### src/rtl/udp_seq_pkg.sv
package udp_seq_pkg;

  typedef enum logic [3:0] {
    ST_RST, ST_SETTLE, ST_CFG, ST_IDLE, ST_RXC_HI, ST_RXC_LO, ST_JOB,
    ST_JOB_WAIT, ST_CMD, ST_POLL_CMD, ST_POLL_IR, ST_CLOSED
  } seq_state_e;

  // common register offsets
  localparam logic [7:0] A_MODE   = 8'h00;
  localparam logic [7:0] A_IMASK  = 8'h01;
  localparam logic [7:0] A_RTIME  = 8'h02;
  localparam logic [7:0] A_RCOUNT = 8'h04;
  localparam logic [7:0] A_GW     = 8'h08;
  localparam logic [7:0] A_MAC    = 8'h0C;
  localparam logic [7:0] A_MASK   = 8'h12;
  localparam logic [7:0] A_IP     = 8'h16;
  localparam logic [7:0] A_RXSZ   = 8'h1A;
  localparam logic [7:0] A_TXSZ   = 8'h1B;
  // socket register offsets
  localparam logic [7:0] A_SMODE  = 8'h40;
  localparam logic [7:0] A_SCMD   = 8'h41;
  localparam logic [7:0] A_SIRQ   = 8'h42;
  localparam logic [7:0] A_SPORT  = 8'h44;
  localparam logic [7:0] A_SRXCNT = 8'h46;

  localparam logic [7:0] PROTO_UDP = 8'h02;
  localparam logic [7:0] CMD_OPEN  = 8'h01;
  localparam logic [7:0] CMD_CLOSE = 8'h10;
  localparam logic [7:0] CMD_SEND  = 8'h20;
  localparam logic [7:0] CMD_RECV  = 8'h40;
  localparam int         IRQ_TO_BIT = 3;

  localparam int CFG_LEN = 29;
  localparam int CFG_IW  = $clog2(CFG_LEN);

endpackage

### src/rtl/udp_seq_count.sv
module udp_seq_count #(
  parameter int W = 4
) (
  input  logic         clk,
  input  logic         rst_n,
  input  logic         clr,
  input  logic         en,
  input  logic [W-1:0] limit,
  output logic         hit
);
  logic [W-1:0] cnt;

  assign hit = (cnt >= limit);

  always_ff @(posedge clk or negedge rst_n) begin
    if (!rst_n)         cnt <= '0;
    else if (clr)       cnt <= '0;
    else if (en && !hit) cnt <= cnt + 1'b1;
  end
endmodule

### src/rtl/udp_seq_cfg_rom.sv
module udp_seq_cfg_rom
  import udp_seq_pkg::*;
#(
  parameter int          ADDR_W   = 16,
  parameter logic [7:0]  MODE_VAL = 8'h00,
  parameter logic [7:0]  IMASK    = 8'h00,
  parameter logic [15:0] RTIME    = 16'h07D0,
  parameter logic [7:0]  RCOUNT   = 8'h08,
  parameter logic [31:0] GW       = 32'h0,
  parameter logic [47:0] MAC      = 48'h0,
  parameter logic [31:0] MASK     = 32'h0,
  parameter logic [31:0] IP       = 32'h0,
  parameter logic [7:0]  RXSZ     = 8'h55,
  parameter logic [7:0]  TXSZ     = 8'h55,
  parameter logic [15:0] PORT     = 16'h0
) (
  input  logic [CFG_IW-1:0] idx,
  output logic [ADDR_W-1:0] addr,
  output logic [7:0]        data
);
  logic [7:0] a8;
  int k;

  always_comb begin
    k    = int'(idx);
    a8   = 8'h00;
    data = 8'h00;
    if (k == 0)       begin a8 = A_MODE;            data = MODE_VAL;   end
    else if (k == 1)  begin a8 = A_IMASK;           data = IMASK;      end
    else if (k == 2)  begin a8 = A_RTIME;           data = RTIME[15:8]; end
    else if (k == 3)  begin a8 = A_RTIME + 8'd1;    data = RTIME[7:0]; end
    else if (k == 4)  begin a8 = A_RCOUNT;          data = RCOUNT;     end
    else if (k <= 8)  begin a8 = A_GW + 8'(k - 5);   data = 8'(GW >> (8 * (8 - k)));    end
    else if (k <= 14) begin a8 = A_MAC + 8'(k - 9);  data = 8'(MAC >> (8 * (14 - k)));  end
    else if (k <= 18) begin a8 = A_MASK + 8'(k - 15); data = 8'(MASK >> (8 * (18 - k))); end
    else if (k <= 22) begin a8 = A_IP + 8'(k - 19);  data = 8'(IP >> (8 * (22 - k)));   end
    else if (k == 23) begin a8 = A_RXSZ;            data = RXSZ;       end
    else if (k == 24) begin a8 = A_TXSZ;            data = TXSZ;       end
    else if (k == 25) begin a8 = A_SMODE;           data = PROTO_UDP;  end
    else if (k == 26) begin a8 = A_SPORT;           data = PORT[15:8]; end
    else if (k == 27) begin a8 = A_SPORT + 8'd1;    data = PORT[7:0];  end
    else              begin a8 = A_SCMD;            data = CMD_OPEN;   end
    addr = ADDR_W'(a8);
  end
endmodule

### src/rtl/udp_sock_seq.sv
module udp_sock_seq
  import udp_seq_pkg::*;
#(
  parameter int          ADDR_W     = 16,
  parameter int          LEN_W      = 16,
  parameter int          RST_CYC    = 200,
  parameter int          SETTLE_CYC = 400,
  parameter int          WD_LIMIT   = 1000,
  parameter logic [7:0]  MODE_VAL   = 8'h00,
  parameter logic [7:0]  IMASK      = 8'h01,
  parameter logic [15:0] RTIME      = 16'h07D0,
  parameter logic [7:0]  RCOUNT     = 8'h08,
  parameter logic [31:0] GW         = 32'hC0A8_0001,
  parameter logic [47:0] MAC        = 48'h02_00_00_12_34_56,
  parameter logic [31:0] MASK       = 32'hFFFF_FF00,
  parameter logic [31:0] IP         = 32'hC0A8_0064,
  parameter logic [7:0]  RXSZ       = 8'h55,
  parameter logic [7:0]  TXSZ       = 8'h55,
  parameter logic [15:0] PORT       = 16'h1388
) (
  input  logic              clk,
  input  logic              rst_n,
  output logic              chip_rst_n,
  output logic              reg_req,
  output logic              reg_we,
  output logic [ADDR_W-1:0] reg_addr,
  output logic [7:0]        reg_wdata,
  input  logic              reg_ack,
  input  logic [7:0]        reg_rdata,
  output logic              job_valid,
  input  logic              job_ready,
  output logic              job_dir,
  output logic [LEN_W-1:0]  job_len,
  input  logic              job_done,
  input  logic              tx_start,
  input  logic [LEN_W-1:0]  tx_len,
  input  logic              close_req,
  output logic              sock_open,
  output logic              sock_closed,
  output logic              tx_done,
  output logic              err_timeout,
  output logic              err_stall
);
  localparam int DLY_MAX = (RST_CYC > SETTLE_CYC) ? RST_CYC : SETTLE_CYC;
  localparam int DLY_W   = $clog2(DLY_MAX + 1);
  localparam int WD_W    = $clog2(WD_LIMIT + 1);

  seq_state_e         state;
  logic [CFG_IW-1:0]  cfg_idx;
  logic [7:0]         rx_hi;
  logic [7:0]         cmd_q;
  logic [ADDR_W-1:0]  rom_addr;
  logic [7:0]         rom_data;
  logic               dly_hit, wd_hit, acc_done;
  logic [DLY_W-1:0]   dly_limit;

  udp_seq_cfg_rom #(
    .ADDR_W(ADDR_W), .MODE_VAL(MODE_VAL), .IMASK(IMASK), .RTIME(RTIME),
    .RCOUNT(RCOUNT), .GW(GW), .MAC(MAC), .MASK(MASK), .IP(IP),
    .RXSZ(RXSZ), .TXSZ(TXSZ), .PORT(PORT)
  ) u_rom (
    .idx(cfg_idx), .addr(rom_addr), .data(rom_data)
  );

  assign dly_limit = (state == ST_RST) ? DLY_W'(RST_CYC) : DLY_W'(SETTLE_CYC);

  udp_seq_count #(.W(DLY_W)) u_dly (
    .clk(clk), .rst_n(rst_n),
    .clr(state == ST_RST && dly_hit),
    .en(state == ST_RST || state == ST_SETTLE),
    .limit(dly_limit), .hit(dly_hit)
  );

  udp_seq_count #(.W(WD_W)) u_wd (
    .clk(clk), .rst_n(rst_n),
    .clr(state == ST_CMD),
    .en(state == ST_POLL_IR && acc_done && !reg_rdata[IRQ_TO_BIT]),
    .limit(WD_W'(WD_LIMIT)), .hit(wd_hit)
  );

  // register access request mux
  always_comb begin
    reg_req   = 1'b0;
    reg_we    = 1'b0;
    reg_addr  = '0;
    reg_wdata = 8'h00;
    unique case (state)
      ST_CFG:      begin reg_req = 1'b1; reg_we = 1'b1; reg_addr = rom_addr; reg_wdata = rom_data; end
      ST_RXC_HI:   begin reg_req = 1'b1; reg_addr = ADDR_W'(A_SRXCNT); end
      ST_RXC_LO:   begin reg_req = 1'b1; reg_addr = ADDR_W'(A_SRXCNT + 8'd1); end
      ST_CMD:      begin reg_req = 1'b1; reg_we = 1'b1; reg_addr = ADDR_W'(A_SCMD); reg_wdata = cmd_q; end
      ST_POLL_CMD: begin reg_req = 1'b1; reg_addr = ADDR_W'(A_SCMD); end
      ST_POLL_IR:  begin reg_req = 1'b1; reg_addr = ADDR_W'(A_SIRQ); end
      default: ;
    endcase
  end

  assign acc_done   = reg_req && reg_ack;
  assign chip_rst_n = (state != ST_RST);
  assign job_valid  = (state == ST_JOB);

  always_ff @(posedge clk or negedge rst_n) begin
    if (!rst_n) begin
      state       <= ST_RST;
      cfg_idx     <= '0;
      rx_hi       <= 8'h00;
      cmd_q       <= 8'h00;
      job_dir     <= 1'b0;
      job_len     <= '0;
      sock_open   <= 1'b0;
      sock_closed <= 1'b0;
      tx_done     <= 1'b0;
      err_timeout <= 1'b0;
      err_stall   <= 1'b0;
    end else begin
      tx_done <= 1'b0;
      unique case (state)
        ST_RST:    if (dly_hit) state <= ST_SETTLE;
        ST_SETTLE: if (dly_hit) begin state <= ST_CFG; cfg_idx <= '0; end
        ST_CFG: if (acc_done) begin
          if (int'(cfg_idx) == CFG_LEN - 1) begin
            state     <= ST_IDLE;
            sock_open <= 1'b1;
          end else begin
            cfg_idx <= cfg_idx + 1'b1;
          end
        end
        ST_IDLE: begin
          if (close_req) begin
            cmd_q <= CMD_CLOSE;
            state <= ST_CMD;
          end else if (tx_start) begin
            job_dir <= 1'b1;
            job_len <= tx_len;
            state   <= ST_JOB;
          end else begin
            state <= ST_RXC_HI;
          end
        end
        ST_RXC_HI: if (acc_done) begin rx_hi <= reg_rdata; state <= ST_RXC_LO; end
        ST_RXC_LO: if (acc_done) begin
          if ({rx_hi, reg_rdata} != 16'h0000) begin
            job_dir <= 1'b0;
            job_len <= LEN_W'({rx_hi, reg_rdata});
            state   <= ST_JOB;
          end else begin
            state <= ST_IDLE;
          end
        end
        ST_JOB:      if (job_ready) state <= ST_JOB_WAIT;
        ST_JOB_WAIT: if (job_done) begin
          cmd_q <= job_dir ? CMD_SEND : CMD_RECV;
          state <= ST_CMD;
        end
        ST_CMD: if (acc_done) begin
          if (cmd_q == CMD_CLOSE) begin
            state       <= ST_CLOSED;
            sock_open   <= 1'b0;
            sock_closed <= 1'b1;
          end else if (cmd_q == CMD_SEND) begin
            state <= ST_POLL_CMD;
          end else begin
            state <= ST_IDLE;
          end
        end
        ST_POLL_CMD: if (acc_done) begin
          if (reg_rdata == 8'h00) begin
            tx_done <= 1'b1;
            state   <= ST_IDLE;
          end else begin
            state <= ST_POLL_IR;
          end
        end
        ST_POLL_IR: if (acc_done) begin
          if (reg_rdata[IRQ_TO_BIT]) begin
            err_timeout <= 1'b1;
            state       <= ST_IDLE;
          end else if (wd_hit) begin
            err_stall <= 1'b1;
            state     <= ST_IDLE;
          end else begin
            state <= ST_POLL_CMD;
          end
        end
        ST_CLOSED: state <= ST_CLOSED;
        default:   state <= ST_RST;
      endcase
    end
  end
endmodule

### config.mk
export PLATFORM = sky130hd
export DESIGN_NAME = udp_sock_seq
export DESIGN_NICKNAME = d
export VERILOG_FILES = /design/src/rtl/udp_seq_pkg.sv /design/src/rtl/udp_seq_count.sv /design/src/rtl/udp_seq_cfg_rom.sv /design/src/rtl/udp_sock_seq.sv
export SDC_FILE = /design/constraint.sdc
export NUM_CORES = 1
export LEC_CHECK = 0
export ABC_AREA = 1
export BUFFER_PORTS_ARGS = -buffer_cell sky130_fd_sc_hd__buf_2
export CORE_MARGIN = 10
export CORE_UTILIZATION = 40
export CTS_BUF_LIST = sky130_fd_sc_hd__clkbuf_8 sky130_fd_sc_hd__clkbuf_16
export DETAILED_ROUTE_END_ITERATION = 10
export PLACE_DENSITY = 0.7
export SYNTH_ARGS = -nofsm -noshare
export SYNTH_HDL_FRONTEND = slang
export SYNTH_SLANG_ARGS = --single-unit
### constraint.sdc
create_clock -name clk -period 3.4 [get_ports clk]
set_clock_uncertainty 0.2 [all_clocks]
set_input_delay 0.68 -clock clk [delete_from_list [all_inputs] [get_ports clk]]
set_output_delay 0.68 -clock clk [all_outputs]
set_load 0.03 [all_outputs]
# == After elaboration in Yosys (flattened, before gate mapping) ==
# Index checks and enable logic that the tools add are counted.
# totals
reg_bits,66
inputBits,31
# op_classes
eq_ne,40
shifts,4
n_reduce_logical,33
magnitude_cmp,6
add_sub_neg,15
bitwise_logic,1
muxes,83
# op_table
cell,count
8-bit two-way mux,29
32-bit by 32-bit >> shifter with 8-bit output (first input constant),3
4-bit two-way mux,17
16-bit two-way mux,4
4-bit case mux with 12 select lines,1
42-bit by 32-bit >> shifter with 8-bit output (first input constant),1
8-bit case mux with 5 select lines,1
2-bit inequality test (second input constant),16
16-bit case mux with 2 select lines,1
8-bit case mux with 2 select lines,2
9-bit two-way mux,3
5-bit by 4-bit equality test with 1-bit output (second input constant),5
10-bit two-way mux,2
4-bit by 8-bit adder with 8-bit output (first input constant),2
5-bit by 8-bit adder with 8-bit output (first input constant),2
4-bit by 3-bit equality test with 1-bit output (second input constant),4
4-bit equality test (second input constant),4
16-bit nonzero test,1
5-bit by 3-bit equality test with 1-bit output (second input constant),3
5-bit two-way mux,3
1-bit two-way mux,13
2-bit nonzero test,6
4-bit by 5-bit subtractor with 6-bit output (first input constant),2
5-bit by 4-bit subtractor with 6-bit output (second input constant),2
other kinds (37),55

# == Logic depth before layout (Yosys ltp) ==
# Gate-level depths: netlist (run 1).
# depth
word_depth,16
depth_mapped,17
depth_no_buf,15

# == By module ==
# A second synthesis (run 1) with hierarchy kept.
# hier_totals
hier_cells,920
area_unflattened_um2,5838.1
# by_module_without_submodules
mod,seq_area_each_um2,area_each_um2,cells_each,n_inst
udp_sock_seq,1051.0,2646.3,394,1
udp_seq_cfg_rom,0.0,1477.7,283,1
udp_seq_count (u_wd),250.2,910.9,132,1
udp_seq_count (u_dly),225.2,803.3,111,1

# == Least setup slack after synthesis (run 1) ==
# Ideal clock, no wire load.
# synth_path
path_kind,register to output
startpoint,reg cfg_idx[0]
endpoint,out reg_wdata[0]
arrival_ps,2588
path_stages_with_launch,14
path_buffers,2
path_slack_ps,-68
path_cell_list,dfrtp_1 > buf_2 > inv_1 > buf_2 > ha_1 > a21oi_1 > nand3_1 > nand2_1 > nand2_1 > nor2_1 > nand2_1 > nand2_1 > nand2_1 > a21boi_0
# synth_via
elab_chain_len,16
word_cells_on_any_way,37
classes_between,add/sub: 4; order compare: 4; eq/ne: 9; shift: 4; mux: 15; reduce/logical: 1
# synth_rtl
element,line_no,rtl
from (decl),udp_sock_seq.sv:49,logic [CFG_IW-1:0] cfg_idx;
from (signal assigned),udp_sock_seq.sv:125,cfg_idx <= cfg_idx + 1'b1;
branches (longest 14 deep; another with 5-bit by 5-bit subtractor with 6-bit output),--,
8-bit two-way mux (*),udp_seq_cfg_rom.sv:28,if (k == 0) begin a8 = A_MODE; data = MODE_VAL; end
8-bit case mux with 2 select lines (*),udp_sock_seq.sv:87,unique case (state)
to (decl),udp_sock_seq.sv:27,"output logic [7:0] reg_wdata,"
# Every way passes the cells marked *.

# == Final worst setup path (run 1) ==
# layout_path
startpoint,reg cfg_idx[1]
endpoint,out reg_wdata[6]
# layout_via
elab_chain_len,15
word_cells_on_any_way,35
classes_between,add/sub: 4; order compare: 4; eq/ne: 8; shift: 4; mux: 14; reduce/logical: 1
# layout_rtl
element,line_no
branches (longest 13 deep; another with 5-bit by 5-bit subtractor with 6-bit output),--
8-bit two-way mux (*),udp_seq_cfg_rom.sv:28
8-bit case mux with 2 select lines (*),udp_sock_seq.sv:87
# Marks and branches as above.

==> results.yml, run 1 <==
finish:
  fin_area_mm2: 0.00615
  area_delta_synth_final_pct: 22.3
  num-fill-cells: 1289
  layout-drive-gt1-share_pct: 20.2
  num_antenna_cells: 0
  nNetsFinal: 912
critical_path:
  path_delay_family: "simple AND/OR/NAND/NOR gates"
  cp_max_fo: 6
  slowest_stage: "dfrtp_2"
  cp_slowest_stage_delay_ns: 0.47
  crit_buf_inv: 4
  cp_data_required_time_ns: 2.52
  crit_chain: "inv_4 -> ha_2 -> inv_2 -> nand2_1 -> nand2_1 -> nand2_1 -> inv_1 -> nand4_1 -> nand2_1 -> nand2_1 -> nand2_1 -> nand2_1 -> nand3_1 -> nand2_1 -> nand2_1 -> clkbuf_4"
  arrival_ns: 2.48
  cp-end-kind: "output pin"
  cp_common_cell: "nand2_1"
  cp-start-kind: "flip-flop"
  crit_type: "reg -> out"
logic_synthesis:
  async_reset_ff_share_pct: 100
  synthTopCellsByCount: "nand2_1, inv_1, nand3_1"
  yosysMostFrequentCell: "nand2_1"
  yosys_warnings: 0
  synth_seq_area_share_pct: 30.4
  synth_area_leader_cell: "dfrtp_1"
  syn_inst: 772
  synth_seq_cells: 61
  synth_ff_type: "dfrtp_1"
  ys_types: 42
  synth_edf_count: 0
  netlist.area_leader.share_pct: 30.4
  syn_area_per_cell_um2: 6.51
  netlist_area_mm2: 0.00502
  synth_area_leaders: "dfrtp_1, nand2_1, inv_1"
place:
  finalWeightedCongestion: 0.976
  portBuffers: 72
  postPlaceCellArea_mm2: 0.00562
  place_hpwl_um: 11500
  dp_slack_ns: 0.201
floorplanning:
  fp.coreArea_mm2: 0.0122
  initial_core_util_pct: 41.3
  io_pins: 81
  rows: 40
  fp.dieH_um: 132
  fp.dieW_um: 132
  die_area_mm2: 0.0174
power:
  pwr-share-seq_pct: 40.4
  p_sw_mw: 0.411
  clockPowerShare_pct: 53.9
  power_leakage_nw: 3.28
  vdd_drop_max_mv: 0.179
  power_density_mw_per_mm2: 299
  total_power_mw: 1.84
  swShare_pct: 22.3
  comb_power_share_pct: 5.7
  p_int_mw: 1.43
cts:
  numCtsBuffers: 9
  clk_pin_slew_ns: 0.06
  clk_latency_ns: 0.33
  cts_tree: "yes"
  htreeDepth: 3
  cts-root-buf: "clkbuf_16"
  clock_sinks: 61
  cts_buffer_depth: 2
  cts_hold_buf: 0
status:
  status: "finished, final reports clean"
sta:
  setup_violations: 0
  whs_ns: 0.124
  fmax_mhz: 298
  max_slew_margin_pct: 51.5
  setup_ws_ns: 0.0444
  min_period_over_period_pct: 98.7
  finalWorstPathRequiredPeriod_ns: 3.36
  worst_pin_slew_ns: 0.727
  finalSetupTns_ns: 0
  rsz0062_at_grt: "yes"
  hold_viol: 0
  drv_slew: 0
drt:
  drc: 0
  vias_per_cell: 5.08
  drt_iter0_drc: 487
  wirelength_um: 14800
  drt-pass1-iter-count: 5
  vias: 5256
  routedWlPerCell_um: 14.3
  antenna_left: 0
global_route:
  grt.overflow.total: 0
  grt.total_usage_pct: 16.6
  grt_pass1_wl_um: 24600
  grt_antenna_before_repair: 0
  grt_pass1_vias: 5104
  grt_start_max_net_pins: 62
run:
  maxCapViolations: 0
hold_path:
  hp-class: "in -> async"
-- registers in the layout, summed over array words and instances, names as in the netlist --
register / count
cfg_idx: 5
cmd_q: 3
err_stall: 1
err_timeout: 1
job_dir: 1
job_len: 16
rx_hi: 8
sock_closed: 1
sock_open: 1
state: 4
tx_done: 1
u_dly.cnt: 9
u_wd.cnt: 10
-- cell type report --
class	instances	area, um^2	area share (%)
well taps	168	210	3.42
repair buffers	97	591	9.61
clock buffers	10	239	3.89
clock inverters	6	85.1	1.38
flip-flops and latches	61	1530	24.9
multi-input cells	573	3030	49.3
inverters	120	460	7.49
-- power by group through the flow --
stage | Sequential (mW) | Combinational, mW | Clock [mW]
after floorplan | 0.777 | 0.0382 | 0
after global placement | 0.756 | 0.105 | 0
after detailed placement | 0.755 | 0.107 | 0
after CTS | 0.743 | 0.107 | 1.01
after global routing | 0.744 | 0.116 | 1.04
final | 0.743 | 0.104 | 0.990
-- timing repair --
item                       in CTS  in global routing
setup endpoints to repair      13                 16
setup buffers                   1                  6
pin swaps                       0                  8
gates resized for setup        11                 49
-- cell usage in the layout, fill, tap and decap left out, types with 7 or more instances in the layout --
cell,netlist,routed
a21oi_1,17,17
buf_2,8,63
buf_4,12,27
clkbuf_16,0,9
conb_1,1,8
dfrtp_1,61,57
ha_1,19,14
inv_1,110,105
inv_2,7,11
nand2_1,231,222
nand2_2,1,10
nand3_1,68,67
nand4_1,21,21
nor2_1,63,59
nor2_4,5,7
nor3_1,8,8
o211ai_1,14,14
o21ai_0,56,52
o21ai_1,9,11
xor2_1,18,17
-- final timing paths --
check,from,slack (ns),cells past startpoint,end
setup / recovery,cfg_idx[1],0.04,16,reg_wdata[6]
hold / removal,rst_n,0.12,2,u_wd.cnt[8]
setup reg to reg,state[0],0.46,13,cfg_idx[3]
hold reg to reg,err_timeout,0.26,1,err_timeout
max in group asynchronous,rst_n,2.55,2,cfg_idx[3]
min in group clk,err_timeout,0.26,1,err_timeout
-- through the flow --
step,instances,util [%]
4_1_cts,1029,49.1
6_report,1035,50.5
3_3_place_gp,1012,46.2
2_1_floorplan,779,-
3_5_place_dp,1012,46.2
5_1_grt,1035,50.5
-- logic make-up (layout without fill, tap and decap cells) --
logic type	Yosys count	in the layout	share of synthesized area, %
adder cells (fa/ha/maj)	19	19	4.73
buffers and inverters	145	233	11.9
flip-flops	61	61	30.4
XOR/XNOR	18	18	3.14
AND/OR/NAND/NOR	415	415	36.6
other	1	8	0.0746
AO/OA/AOI/OAI	113	113	13.2
-- per-layer routing --
layer	wire length [um]	global-route usage (%)	share of wire [%]
met3	960	3.70	6.5
met4	314	6.18	2.1
met1	6780	21.4	46
met5	0	0	0
met2	6720	26.3	46
Power figures use the tool's default switching activity.
==> inputs of run 2 (changes only) <==
--- a/config.mk
+++ b/config.mk
@@ -5,7 +5,6 @@
 export SDC_FILE = /design/constraint.sdc
 export NUM_CORES = 1
 export LEC_CHECK = 0
-export ABC_AREA = 1
 export BUFFER_PORTS_ARGS = -buffer_cell sky130_fd_sc_hd__buf_2
 export CORE_MARGIN = 10
 export CORE_UTILIZATION = 40
==> run 2 against run 1 <==
Effect of this change: the run now ends with setup timing left; flip-flop and latch count did not move; die area fell by 3.7%; wire length rose by 16%; final cell count fell by 17%; global-route usage rose by 3.5 points; highest routed layer unchanged.
==> results.yml, run 2 <==
critical_path:
  cp-start-kind: "flip-flop"
  crit_type: "reg -> out"
  arrival_ns: 2.74
  cp-end-kind: "output pin"
  cp_max_fo: 5
  cp_data_required_time_ns: 2.52
floorplanning:
  initial_core_util_pct: 41.5
  fp.coreArea_mm2: 0.0116
  rows: 39
  fp.dieH_um: 130
  die_area_mm2: 0.0168
  fp.dieW_um: 130
  io_pins: 81
power:
  power_density_mw_per_mm2: 771
  vdd_drop_max_mv: 0.571
  power_leakage_nw: 2.81
  total_power_mw: 5.02
run:
  maxCapViolations: 0
logic_synthesis:
  synth_seq_cells: 61
  netlist.area_leader.share_pct: 31.8
  ys_types: 84
  syn_inst: 590
  synth_ff_type: "dfrtp_1"
  synth_seq_area_share_pct: 31.8
  synth_edf_count: 0
  synth_area_leaders: "dfrtp_1, ha_1, nand2_1"
  netlist_area_mm2: 0.00480
  synthTopCellsByCount: "dfrtp_1, nand2_1, nor2_1"
  async_reset_ff_share_pct: 100
  syn_area_per_cell_um2: 8.14
  synth_area_leader_cell: "dfrtp_1"
  yosysMostFrequentCell: "dfrtp_1"
  yosys_warnings: 0
sta:
  rsz0062_at_grt: "yes"
  fmax_mhz: 276
  whs_ns: 0.174
  setup_violations: 12
  finalWorstPathRequiredPeriod_ns: 3.62
  drv_slew: 0
  min_period_over_period_pct: 107
  max_slew_margin_pct: 46.1
  worst_pin_slew_ns: 0.788
  hold_viol: 0
  setup_ws_ns: -0.222
cts:
  cts_buffer_depth: 2
  cts-root-buf: "clkbuf_16"
  clk_latency_ns: 0.32
  clock_sinks: 61
  htreeDepth: 3
  clk_pin_slew_ns: 0.06
  numCtsBuffers: 9
  cts_tree: "yes"
drt:
  wirelength_um: 17100
  drc: 0
  drt-pass1-iter-count: 5
  vias_per_cell: 6.12
  vias: 5278
  routedWlPerCell_um: 19.8
  drt_iter0_drc: 529
  antenna_left: 0
finish:
  layout-drive-gt1-share_pct: 34.6
  mostFrequentLayoutCells: "buf_4, dfrtp_1, buf_2"
  fin_area_mm2: 0.00651
  largest_reg_flops: 16
  area_delta_synth_final_pct: 35.4
  nNetsFinal: 765
  num_antenna_cells: 0
  largestRegisters: "job_len: 16 flops, u_wd.cnt: 10 flops, u_dly.cnt: 9 flops"
  regMostFlops: "job_len"
  final_common_cell: "buf_4"
  num-fill-cells: 1037
global_route:
  grt_start_max_net_pins: 27
  grt_antenna_before_repair: 0
  grt_pass1_vias: 5221
  grt_pass1_wl_um: 27200
  grt.overflow.total: 0
  grt.total_usage_pct: 20.1
hold_path:
  hp-class: "in -> async"
place:
  place_hpwl_um: 13000
  postPlaceCellArea_mm2: 0.00575
  finalWeightedCongestion: 1.05
  portBuffers: 72
status:
  status: "finished, violations left"
  violations: "setup timing"
run 2: path summary, 6_finish.rpt:
kind                            depth (start not counted)  startpoint      endpoint  slack (ns)
worst min-delay path                                    1       rst_n      state[1]        0.17
min in group clk                                        1   err_stall     err_stall        0.28
worst max register to register                         10    state[2]  u_dly.cnt[5]        0.31
worst max-delay path                                    9  cfg_idx[1]  reg_wdata[1]       -0.22
worst min register to register                          1   err_stall     err_stall        0.28
max in group asynchronous                               2       rst_n    job_len[7]        2.13
run 2: critical path, stage by stage, from the launching register on:
cell      delay, ns
dfrtp_2        0.46
inv_2          0.11
ha_4           0.21
nor2b_4        0.12
a2111o_1       0.41
nand2b_4       0.16
a221o_1        0.32
o22a_1         0.23
a311oi_4       0.22
buf_6          0.17
run 2: area by class of cell:
type	count	area, um^2	area share, %
multi-input cells	467	3330	51.2
inverters	23	97.6	1.50
well taps	143	179	2.75
clock buffers	10	239	3.67
clock inverters	6	63.8	0.981
repair buffers	153	1060	16.3
flip-flops and latches	61	1530	23.5
run 2: cell families after synthesis:
| kind of cell | count (synthesis) | synth area share, % |
|---|---|---|
| AO/OA/AOI/OAI | 195 | 27.8 |
| XOR/XNOR | 20 | 3.65 |
| adder cells (fa/ha/maj) | 20 | 5.16 |
| buffers and inverters | 69 | 6.56 |
| flip-flops | 61 | 31.8 |
| multiplexers | 18 | 4.01 |
| other | 1 | 0.0781 |
| AND/OR/NAND/NOR | 206 | 20.9 |
run 2: per-stage QoR:
stage	setup TNS, ns	utilization [%]	setup slack [ns]	cells
after detailed placement	0	49.7	0.0436	833
after global placement	0	49.7	0.0916	833
final	-1.67	56.3	-0.222	863
after floorplan	-0.0112	-	-0.0112	597
after CTS	-1.05	54.6	-0.196	854
after global routing	-2.94	56.3	-0.294	863
run 2: power breakdown:
part,internal [mW],total (mW),switching [mW]
clock,0.585,0.906,0.321
sequential,0.988,1.26,0.273
combinational,1.16,2.85,1.69
run 2: layer usage:
layer  track usage (%)  part of all wire [%]  vias to the layer above
met4              11.2                   4.0                        0
met2              33.1                    48                      283
met3              3.75                   7.7                       48
met5                 0                     0                        -
li1                  -                     -                     2415
met1              24.4                    41                     2532
run 2: repair_timing:
action / 4_1_cts / 5_1_grt
cloned: 0 / 0
hold buffers: 0 / 0
resized for setup: 66 / 27
endpoints found under the setup margin: 16 / 20
setup buffers: 5 / 9
pin swaps: 2 / 12
